### src/rtl/jtsw_pkg.sv
package jtsw_pkg;

    typedef struct packed {
        logic tck;
        logic tms;
        logic tdi;
        logic trst;
    } jtag_sig_t;

    localparam jtag_sig_t PARK_SIG  = '{tck: 1'b0, tms: 1'b1, tdi: 1'b0, trst: 1'b0};
    localparam jtag_sig_t RESET_SIG = '{tck: 1'b0, tms: 1'b1, tdi: 1'b0, trst: 1'b1};

    typedef struct packed {
        logic src;   // source in use, 1 = scan engine
        logic req;   // requested source
        logic chen;  // chain enable
        logic link;  // engine linked to TAP
    } ctrl_state_t;

endpackage

### src/rtl/jtsw_sel_ctrl.sv
module jtsw_sel_ctrl
    import jtsw_pkg::*;
(
    input  logic clk,
    input  logic rst_n,
    input  logic idle_i,
    input  logic cfg_we_i,
    input  logic cfg_sel_i,
    input  logic cfg_chain_en_i,
    output logic src_o,
    output logic chain_en_o,
    output logic pending_o,
    output logic apply_o,
    output logic link_rise_o
);

    ctrl_state_t state_d, state_q;
    logic        pend;

    always_comb begin
        state_d     = state_q;
        pend        = state_q.req != state_q.src;
        apply_o     = pend && idle_i;
        if (apply_o) begin
            state_d.src = state_q.req;
        end
        if (cfg_we_i) begin
            state_d.req  = cfg_sel_i;
            state_d.chen = cfg_chain_en_i;
        end
        state_d.link = state_d.src && state_d.chen;
        link_rise_o  = state_d.link && !state_q.link;
    end

    always_ff @(posedge clk or negedge rst_n) begin
        if (!rst_n) begin
            state_q <= '0;
        end else begin
            state_q <= state_d;
        end
    end

    assign src_o      = state_q.src;
    assign chain_en_o = state_q.chen;
    assign pending_o  = pend;

    // the source only changes after an idle cycle
    a_r6_switch_only_idle: assert property (@(posedge clk) disable iff (!rst_n)
        (state_q.src != $past(state_q.src)) |-> $past(idle_i));

    // a busy cycle never moves the source
    a_r5_hold_when_busy: assert property (@(posedge clk) disable iff (!rst_n)
        !idle_i |=> $stable(state_q.src));

    // a pending request seen in an idle cycle without a new write is gone next cycle
    a_r6_pending_clears: assert property (@(posedge clk) disable iff (!rst_n)
        (pending_o && idle_i && !cfg_we_i) |=> !pending_o);

endmodule

### src/rtl/jtsw_trst_pulse.sv
module jtsw_trst_pulse #(
    parameter int TRST_CYCLES = 4
) (
    input  logic clk,
    input  logic rst_n,
    input  logic start_i,
    output logic active_o
);

    localparam int CW = $clog2(TRST_CYCLES + 1);
    localparam logic [CW-1:0] LOAD = CW'(TRST_CYCLES);

    logic [CW-1:0] cnt_d, cnt_q;

    always_comb begin
        cnt_d = cnt_q;
        if (start_i) begin
            cnt_d = LOAD;
        end else if (cnt_q != '0) begin
            cnt_d = cnt_q - CW'(1);
        end
    end

    always_ff @(posedge clk or negedge rst_n) begin
        if (!rst_n) begin
            cnt_q <= '0;
        end else begin
            cnt_q <= cnt_d;
        end
    end

    assign active_o = cnt_q != '0;

    // a link start always produces a reset pulse on the next cycle
    a_r7_pulse_starts: assert property (@(posedge clk) disable iff (!rst_n)
        start_i |=> active_o);

endmodule

### src/rtl/jtsw_route.sv
module jtsw_route
    import jtsw_pkg::*;
(
    input  logic      src_i,
    input  logic      chain_en_i,
    input  logic      apply_i,
    input  logic      pulse_i,
    input  jtag_sig_t pin_i,
    input  jtag_sig_t eng_i,
    input  logic      tap_tdo_i,
    output jtag_sig_t tap_o,
    output logic      pin_tdo_o,
    output logic      eng_tdo_o
);

    always_comb begin
        tap_o     = PARK_SIG;
        pin_tdo_o = 1'b0;
        eng_tdo_o = 1'b0;
        if (apply_i) begin
            tap_o = PARK_SIG;
        end else if (!src_i) begin
            tap_o     = pin_i;
            pin_tdo_o = tap_tdo_i;
        end else if (!chain_en_i) begin
            tap_o = PARK_SIG;
        end else if (pulse_i) begin
            tap_o     = RESET_SIG;
            eng_tdo_o = tap_tdo_i;
        end else begin
            tap_o     = eng_i;
            eng_tdo_o = tap_tdo_i;
        end
    end

endmodule

### src/rtl/jtag_src_switch.sv
module jtag_src_switch
    import jtsw_pkg::*;
#(
    parameter int TRST_CYCLES = 4
) (
    input  logic clk,
    input  logic rst_n,
    input  logic pin_tck,
    input  logic pin_tms,
    input  logic pin_tdi,
    input  logic pin_trst,
    output logic pin_tdo,
    input  logic eng_tck,
    input  logic eng_tms,
    input  logic eng_tdi,
    input  logic eng_trst,
    output logic eng_tdo,
    input  logic cfg_we,
    input  logic cfg_sel,
    input  logic cfg_chain_en,
    output logic tap_tck,
    output logic tap_tms,
    output logic tap_tdi,
    output logic tap_trst,
    input  logic tap_tdo,
    output logic sel_active,
    output logic sel_pending
);

    jtag_sig_t pin_sig, eng_sig, tap_sig;
    logic      idle, src, chain_en, apply, link_rise, pulse;

    assign pin_sig = '{tck: pin_tck, tms: pin_tms, tdi: pin_tdi, trst: pin_trst};
    assign eng_sig = '{tck: eng_tck, tms: eng_tms, tdi: eng_tdi, trst: eng_trst};
    assign idle    = !(pin_tck || pin_trst || eng_tck || eng_trst);

    jtsw_sel_ctrl u_ctrl (
        .clk            (clk),
        .rst_n          (rst_n),
        .idle_i         (idle),
        .cfg_we_i       (cfg_we),
        .cfg_sel_i      (cfg_sel),
        .cfg_chain_en_i (cfg_chain_en),
        .src_o          (src),
        .chain_en_o     (chain_en),
        .pending_o      (sel_pending),
        .apply_o        (apply),
        .link_rise_o    (link_rise)
    );

    jtsw_trst_pulse #(.TRST_CYCLES(TRST_CYCLES)) u_pulse (
        .clk      (clk),
        .rst_n    (rst_n),
        .start_i  (link_rise),
        .active_o (pulse)
    );

    jtsw_route u_route (
        .src_i      (src),
        .chain_en_i (chain_en),
        .apply_i    (apply),
        .pulse_i    (pulse),
        .pin_i      (pin_sig),
        .eng_i      (eng_sig),
        .tap_tdo_i  (tap_tdo),
        .tap_o      (tap_sig),
        .pin_tdo_o  (pin_tdo),
        .eng_tdo_o  (eng_tdo)
    );

    assign tap_tck    = tap_sig.tck;
    assign tap_tms    = tap_sig.tms;
    assign tap_tdi    = tap_sig.tdi;
    assign tap_trst   = tap_sig.trst;
    assign sel_active = src;

    // no TAP clock reaches the TAP while the engine is selected but unlinked
    a_r4_no_clock_unlinked: assert property (@(posedge clk) disable iff (!rst_n)
        (sel_active && !chain_en) |-> !tap_tck);

    // the engine never sees TAP data while the pins are in use
    a_r2_no_tdo_leak: assert property (@(posedge clk) disable iff (!rst_n)
        (!sel_active && !sel_pending) |-> !eng_tdo);

endmodule

### config.mk
export PLATFORM = sky130hd
export DESIGN_NAME = jtag_src_switch
export DESIGN_NICKNAME = d
export VERILOG_FILES = /design/src/rtl/jtsw_pkg.sv /design/src/rtl/jtsw_sel_ctrl.sv /design/src/rtl/jtsw_trst_pulse.sv /design/src/rtl/jtsw_route.sv /design/src/rtl/jtag_src_switch.sv
export SDC_FILE = /design/constraint.sdc
export NUM_CORES = 1
export LEC_CHECK = 0
export ABC_AREA = 1
export BUFFER_PORTS_ARGS = -buffer_cell sky130_fd_sc_hd__buf_2
export CORE_AREA = 3 3 40 42
export CTS_BUF_LIST = sky130_fd_sc_hd__clkbuf_2
export DETAILED_ROUTE_END_ITERATION = 16
export DIE_AREA = 0 0 43 45
export GPL_TIMING_DRIVEN = 1
export HOLD_SLACK_MARGIN = 0.1
export SYNTH_ARGS = -nofsm -noshare
export SYNTH_HDL_FRONTEND = slang
export SYNTH_SLANG_ARGS = --single-unit
### constraint.sdc
create_clock -name clk -period 1.7 [get_ports clk]
set_clock_uncertainty 0.2 [all_clocks]
set_input_delay 0.085 -clock clk [delete_from_list [all_inputs] [get_ports clk]]
set_output_delay 0.085 -clock clk [all_outputs]
set_load 0.05 [all_outputs]
==> results.sh, run 1 <==
export IMPL_vias=521
export IMPL_hold_path_class="primary input to primary output"
export IMPL_synth_edf_count=0
export IMPL_vias_per_cell=4.378
export IMPL_avgSynthCellArea_um2=7.348
export IMPL_max_stage_delay_ps=400
export IMPL_drive_gt1_share_pct=46.15
export IMPL_drt_iter0_markers=4
export IMPL_cts_buffers=3
export IMPL_setup_violations=0
export IMPL_startpoint_type="flip-flop"
export IMPL_wirelength_um=1301
export IMPL_h_tree_depth=1
export IMPL_relSlewSlack_pct=79.14
export IMPL_path_buf_inv=3
export IMPL_portBuffers=21
export IMPL_critPathKind="flip-flop to primary output"
export IMPL_synth_commonest_cells="nand2_1 (18), inv_1 (12), dfrtp_1 (7)"
export IMPL_cp_arrival_ps=1350
export IMPL_run_status="finished, final reports clean"
export IMPL_grt_pass1_vias=522
export IMPL_hold_violations=0
export IMPL_num_antenna_cells=0
export IMPL_syn_inst=63
export IMPL_syn_area_um2=462.9
export IMPL_yosysMostFrequentCell="nand2_1"
export IMPL_wl_per_cell_um=10.93
export IMPL_antenna_found_initial=0
export IMPL_yosysWarningCount=0
export IMPL_synth_fp_nets=79
export IMPL_power_mw=1.017
export IMPL_final_core_util_pct=64.85
export IMPL_gr_total_overflow=0
export IMPL_cts_buffer_depth=2
export IMPL_placementRows=13
export IMPL_p_leak_nw=0.4435
export IMPL_worstPathMaxFanout=3
export IMPL_async_flop_share_pct=100.0
export IMPL_nets=121
export IMPL_slowest_stage="dfrtp_1"
export IMPL_seq_area_frac_synth_pct=37.84
export IMPL_yosys_most_used_dff="dfrtp_1"
export IMPL_tns_ps=0
export IMPL_cts_root_buffer="clkbuf_2"
export IMPL_fin_cells=119
export IMPL_timing_fmax_mhz=610.3
export IMPL_critPathRequiredTime_ps=1410
export IMPL_min_period_ps=1638
export IMPL_dr_pass1_iters=2
export IMPL_synth_top_area_share_pct=37.84
export IMPL_gp_congestion=0.7355
export IMPL_start_util_pct=36.03
export IMPL_ir_drop_v=0.0007234
export IMPL_synth_top_cell_by_area="dfrtp_1"
export IMPL_io_pins=22
export IMPL_grt_first_pass_wirelength_um=2021
export IMPL_grt_usage_pct=14.05
export IMPL_die_h_um=45
export IMPL_chipWidth_um=43
export IMPL_path_common_cell="buf_4"
export IMPL_cp_cell_sequence="inv_1, nand2_1, a21oi_4, buf_4, a21oi_2, buf_4"
export IMPL_worstMarginPinSlew_ps=311.8
export IMPL_cp_end_kind="primary output"
export IMPL_period_share_pct=96.38
export IMPL_area_delta_synth_final_pct=80.00
export IMPL_post_route_drc_count=0
export IMPL_cts_tree="yes"
export IMPL_drv_cap=0
export IMPL_critPathTopFamily="buffers and inverters"
export IMPL_die_area_um2=1935
export IMPL_core_um2=1285
export IMPL_yosysUniqueCellTypes=18
export IMPL_ys_seq_elements=7
export IMPL_ant_nets=0
export IMPL_rsz0062_at_grt="true"
export IMPL_power_density_nw_per_um2=1220
export IMPL_maxSlewViolCount=0
export IMPL_grt_max_degree=8
export IMPL_cts_clk_slew_worst_paths_ps=70
export IMPL_place_inst=100
export IMPL_dp_final_hpwl_um=861.7
export IMPL_synth_area_leaders="dfrtp_1 (38%), nand2_1 (15%), inv_1 (9.7%)"
export IMPL_cts_sinks=7
export IMPL_rrSetupSlack_ps=290
export IMPL_clock_latency_ps=220
==> metal layers <==
| metal | up-vias | share of wire [%] | wire, um | track usage (%) |
|---|---|---|---|---|
| met5 | - | 0 | 0 | 0 |
| met3 | 4 | 6.8 | 89 | 2.789 |
| li1 | 278 | - | - | - |
| met1 | 220 | 38 | 497 | 14.14 |
| met4 | 0 | 2.2 | 29 | 10.84 |
| met2 | 19 | 53 | 685 | 25.45 |
==> final cells by class <==
| type | instances | area, um^2 |
|---|---|---|
| Tap cell | 15 | 18.77 |
| Sequential cell | 7 | 176.4 |
| Inverter | 13 | 53.80 |
| Fill cell | 115 | 451.7 |
| Multi-Input combinational cell | 43 | 289.0 |
| Timing Repair Buffer | 37 | 275.3 |
| Clock buffer | 4 | 20.02 |
==> cells by family (layout without fill, tap and decap cells) <==
logic type	count (synthesis)	after routing	share of synthesized area [%]
fa+ha+maj	2	2	5.405
simple gates	30	30	28.92
compound gates	9	9	13.52
flops	7	7	37.84
buf+inv	13	54	10.54
xor+xnor	2	2	3.784
==> state kept, by name, summed over array words and instances, names as in the netlist <==
register	count
u_ctrl.state_q	2
u_ctrl.src_o	1
u_ctrl.chain_en_o	1
u_pulse.cnt_q	3
==> where the power goes <==
group	switching [mW]	total, mW	internal, mW
combinational	0.377	0.647	0.270
clock	0.0553	0.118	0.0625
sequential	0.0331	0.253	0.220
total	0.465	1.02	0.552
==> cell usage in the layout, fill, tap and decap left out, types with 2 or more instances in the layout <==
master          n
buf_2          16
inv_1           9
clkbuf_2        4
nand2_1        17
nand2_2         2
a21oi_2         2
nand3_1         3
nor3_4          2
buf_6           4
dfrtp_1         6
inv_4           2
nor2_1          3
inv_2           2
dlygate4sd3_1   9
o21ai_0         3
buf_4           8
==> what timing repair did <==
action                     4_1_cts  5_1_grt
resized for setup                9       11
pin swaps                        1        3
hold buffers                     8        2
hold endpoints to repair        14        2
buffers inserted                 3        3
setup endpoints to repair        6        9
==> worst register-to-register path: cells and delay by family, from the launching register on <==
| family | cells | cell delay (ps) |
|---|---|---|
| buf+inv | 4 | 280 |
| fa+ha+maj | 1 | 160 |
| flops | 1 | 360 |
| compound gates | 1 | 200 |
| simple gates | 2 | 150 |
==> through the flow <==
step	hold slack (ps)	instance area (um^2)	worst slack, ps
floorplan	-410.6	494.2	-32.89
global placement	-276.5	625.6	127.0
detailed placement	-274.6	625.6	89.89
CTS	325.8	764.5	20.57
global route	361.8	833.3	-20.97
finish	332.7	833.3	61.59
==> final timing paths <==
| kind | from | endpoint | cells past startpoint |
|---|---|---|---|
| worst max-delay path | u_ctrl.state_q[2]$_DFFE_PN0P_ | tap_trst | 6 |
| worst min-delay path | pin_tdi | tap_tdi | 4 |
| worst max register to register | u_pulse.cnt_q[1]$_DFFE_PN0P_ | u_pulse.cnt_q[1]$_DFFE_PN0P_ | 8 |
| worst min register to register | u_ctrl.state_q[0]$_DFF_PN0_ | u_pulse.cnt_q[0]$_DFFE_PN0P_ | 4 |
| max in group asynchronous | rst_n | u_ctrl.src_o$_DFF_PN0_ | 3 |
| min in group asynchronous | rst_n | u_ctrl.state_q[2]$_DFFE_PN0P_ | 3 |
No activity file was read; power rests on OpenSTA's default activity.
==> run 2, diff against run 1 <==
Settings changed: BUFFER_PORTS_ARGS -buffer_cell sky130_fd_sc_hd__buf_2 to unset, CORE_AREA 3 3 40 42 to unset, CORE_MARGIN set to 3, CORE_UTILIZATION set to 35, DIE_AREA 0 0 43 45 to unset, DONT_BUFFER_PORTS set to 1, REMOVE_ABC_BUFFERS set to 1.
==> results.sh, run 2 (synthesis gave the netlist of run 1 again) <==
export IMPL_run_status="finished, final reports clean"
export IMPL_gp_congestion=0.7799
export IMPL_antenna_found_initial=0
export IMPL_area_delta_synth_final_pct=71.62
export IMPL_ir_drop_v=0.0006944
export IMPL_relSlewSlack_pct=78.75
export IMPL_h_tree_depth=1
export IMPL_rsz0062_at_grt="true"
export IMPL_portBuffers=0
export IMPL_reg2reg_depth=3
export IMPL_gr_total_overflow=0
export IMPL_reg_largest_list="u_pulse.cnt_q x3, u_ctrl.state_q x2"
export IMPL_maxSlewViolCount=0
export IMPL_hold_violations=0
export IMPL_cts_buffer_depth=2
export IMPL_startpoint_type="primary input"
export IMPL_largest_reg_flops=3
export IMPL_cp_cell_sequence="dlygate4sd3_1, nor2_2, nand2_2, a21oi_4, nand3b_1, buf_12"
export IMPL_max_stage_delay_ps=560
export IMPL_top_register="u_pulse.cnt_q"
export IMPL_critPathKind="primary input to primary output"
export IMPL_chipWidth_um=42.37
export IMPL_io_pins=22
export IMPL_num_antenna_cells=0
export IMPL_cp_end_kind="primary output"
export IMPL_cp_arrival_ps=1370
export IMPL_drive_gt1_share_pct=43.96
export IMPL_worst_slack_ps=48.57
export IMPL_power_density_nw_per_um2=1317
export IMPL_rrSetupSlack_ps=230
export IMPL_place_ws_ps=119.7
export IMPL_drt_iter0_markers=8
export IMPL_worstMarginPinSlew_ps=317.6
export IMPL_grt_usage_pct=15.15
export IMPL_worstPathMaxFanout=5
export IMPL_die_h_um=42.37
export IMPL_setup_violations=0
export IMPL_core_um2=1171
export IMPL_post_route_drc_count=0
export IMPL_cts_sinks=7
export IMPL_wirelength_um=1372
export IMPL_drv_cap=0
export IMPL_dr_pass1_iters=4
export IMPL_cts_root_buffer="clkbuf_2"
export IMPL_critPathRequiredTime_ps=1410
export IMPL_slowest_stage="dlygate4sd3_1"
export IMPL_ant_nets=0
export IMPL_period_share_pct=97.14
export IMPL_grt_max_degree=8
export IMPL_nets=108
export IMPL_vias_per_cell=4.924
export IMPL_cts_buffers=3
export IMPL_layout_common_cells="nand2_1 (13), buf_4 (11), dlygate4sd3_1 (9), inv_1 (8)"
export IMPL_wl_per_cell_um=13.07
export IMPL_regToRegEndpoint="u_ctrl.state_q[2]$_DFFE_PN0P_"
export IMPL_place_inst=85
export IMPL_cp_endpoint="tap_tms"
export IMPL_start_util_pct=39.53
export IMPL_timing_fmax_mhz=605.5
export IMPL_dp_final_hpwl_um=844.2
export IMPL_hold_path_class="primary input to primary output"
export IMPL_regToRegStartpoint="u_ctrl.state_q[2]$_DFFE_PN0P_"
export IMPL_power_mw=1.046
export IMPL_vias=517
export IMPL_fin_cells=105
export IMPL_clock_latency_ps=230
export IMPL_cts_tree="yes"
export IMPL_critPathLaunch="eng_trst"
export IMPL_p_leak_nw=0.3987
export IMPL_final_common_cell="nand2_1"
export IMPL_grt_first_pass_wirelength_um=2021
export IMPL_whs_ps=225.8
export IMPL_placementRows=12
export IMPL_grt_pass1_vias=494
export IMPL_die_area_um2=1795
export IMPL_min_period_ps=1651
## run 2: cell count changes in the layout (fill, tap and decap cells not counted), sizes merged
cell	before	now
buf	28	15
## run 2: routing by layer
metal | up-vias | GRT usage, % | wire length [um]
li1 | 251 | - | -
met1 | 238 | 17.02 | 472
met2 | 22 | 25.53 | 765
met3 | 6 | 2.146 | 99
met4 | 0 | 11.18 | 36
met5 | - | 0 | 0
## run 2: power by group
part,total [mW],switching (mW),internal (mW)
sequential,0.258,0.0388,0.220
combinational,0.667,0.370,0.297
clock,0.121,0.0581,0.0625
## run 2: worst min-delay path by stage
stage	depth (start not counted)	slack, ps	startpoint	to
after floorplan	0	-410	rst_n	u_ctrl.chain_en_o$_DFF_PN0_
after global placement	0	-410	rst_n	u_ctrl.chain_en_o$_DFF_PN0_
after detailed placement	0	-410	rst_n	u_ctrl.state_q[2]$_DFFE_PN0P_
after CTS	3	240	tap_tdo	pin_tdo
after global routing	3	240	eng_tdi	tap_tdi
final	3	230	eng_tdi	tap_tdi
## run 2: layout make-up
| class | count | area (um^2) |
|---|---|---|
| Clock buffer | 4 | 20.02 |
| Multi-Input combinational cell | 43 | 282.8 |
| Tap cell | 14 | 17.52 |
| Inverter | 13 | 53.80 |
| Sequential cell | 7 | 176.4 |
| Fill cell | 108 | 376.6 |
| Timing Repair Buffer | 24 | 244.0 |
## run 2: critical path, delay by kind of cell
kind / cells / cell delay [ps]
AND/OR/NAND/NOR: 3 / 420
buffers and inverters: 2 / 710
AO/OA/AOI/OAI: 1 / 160
## run 2: what timing repair did
action | in CTS | in global routing
pin swaps | 1 | 6
endpoints found under the hold margin | 14 | 0
gates resized for setup | 4 | 17
endpoints found under the setup margin | 3 | 5
hold buffers | 9 | 0
buffers inserted | 1 | 6
## run 2: stage by stage
step | setup TNS (ps) | util, % | cell area [um^2]
detailed placement | 0 | 49.36 | 578.1
global placement | 0 | 49.36 | 578.1
CTS | -6.648 | 59.72 | 699.4
floorplan | -2099 | - | 462.9
global route | -120.3 | 67.84 | 794.5
finish | 0 | 67.84 | 794.5
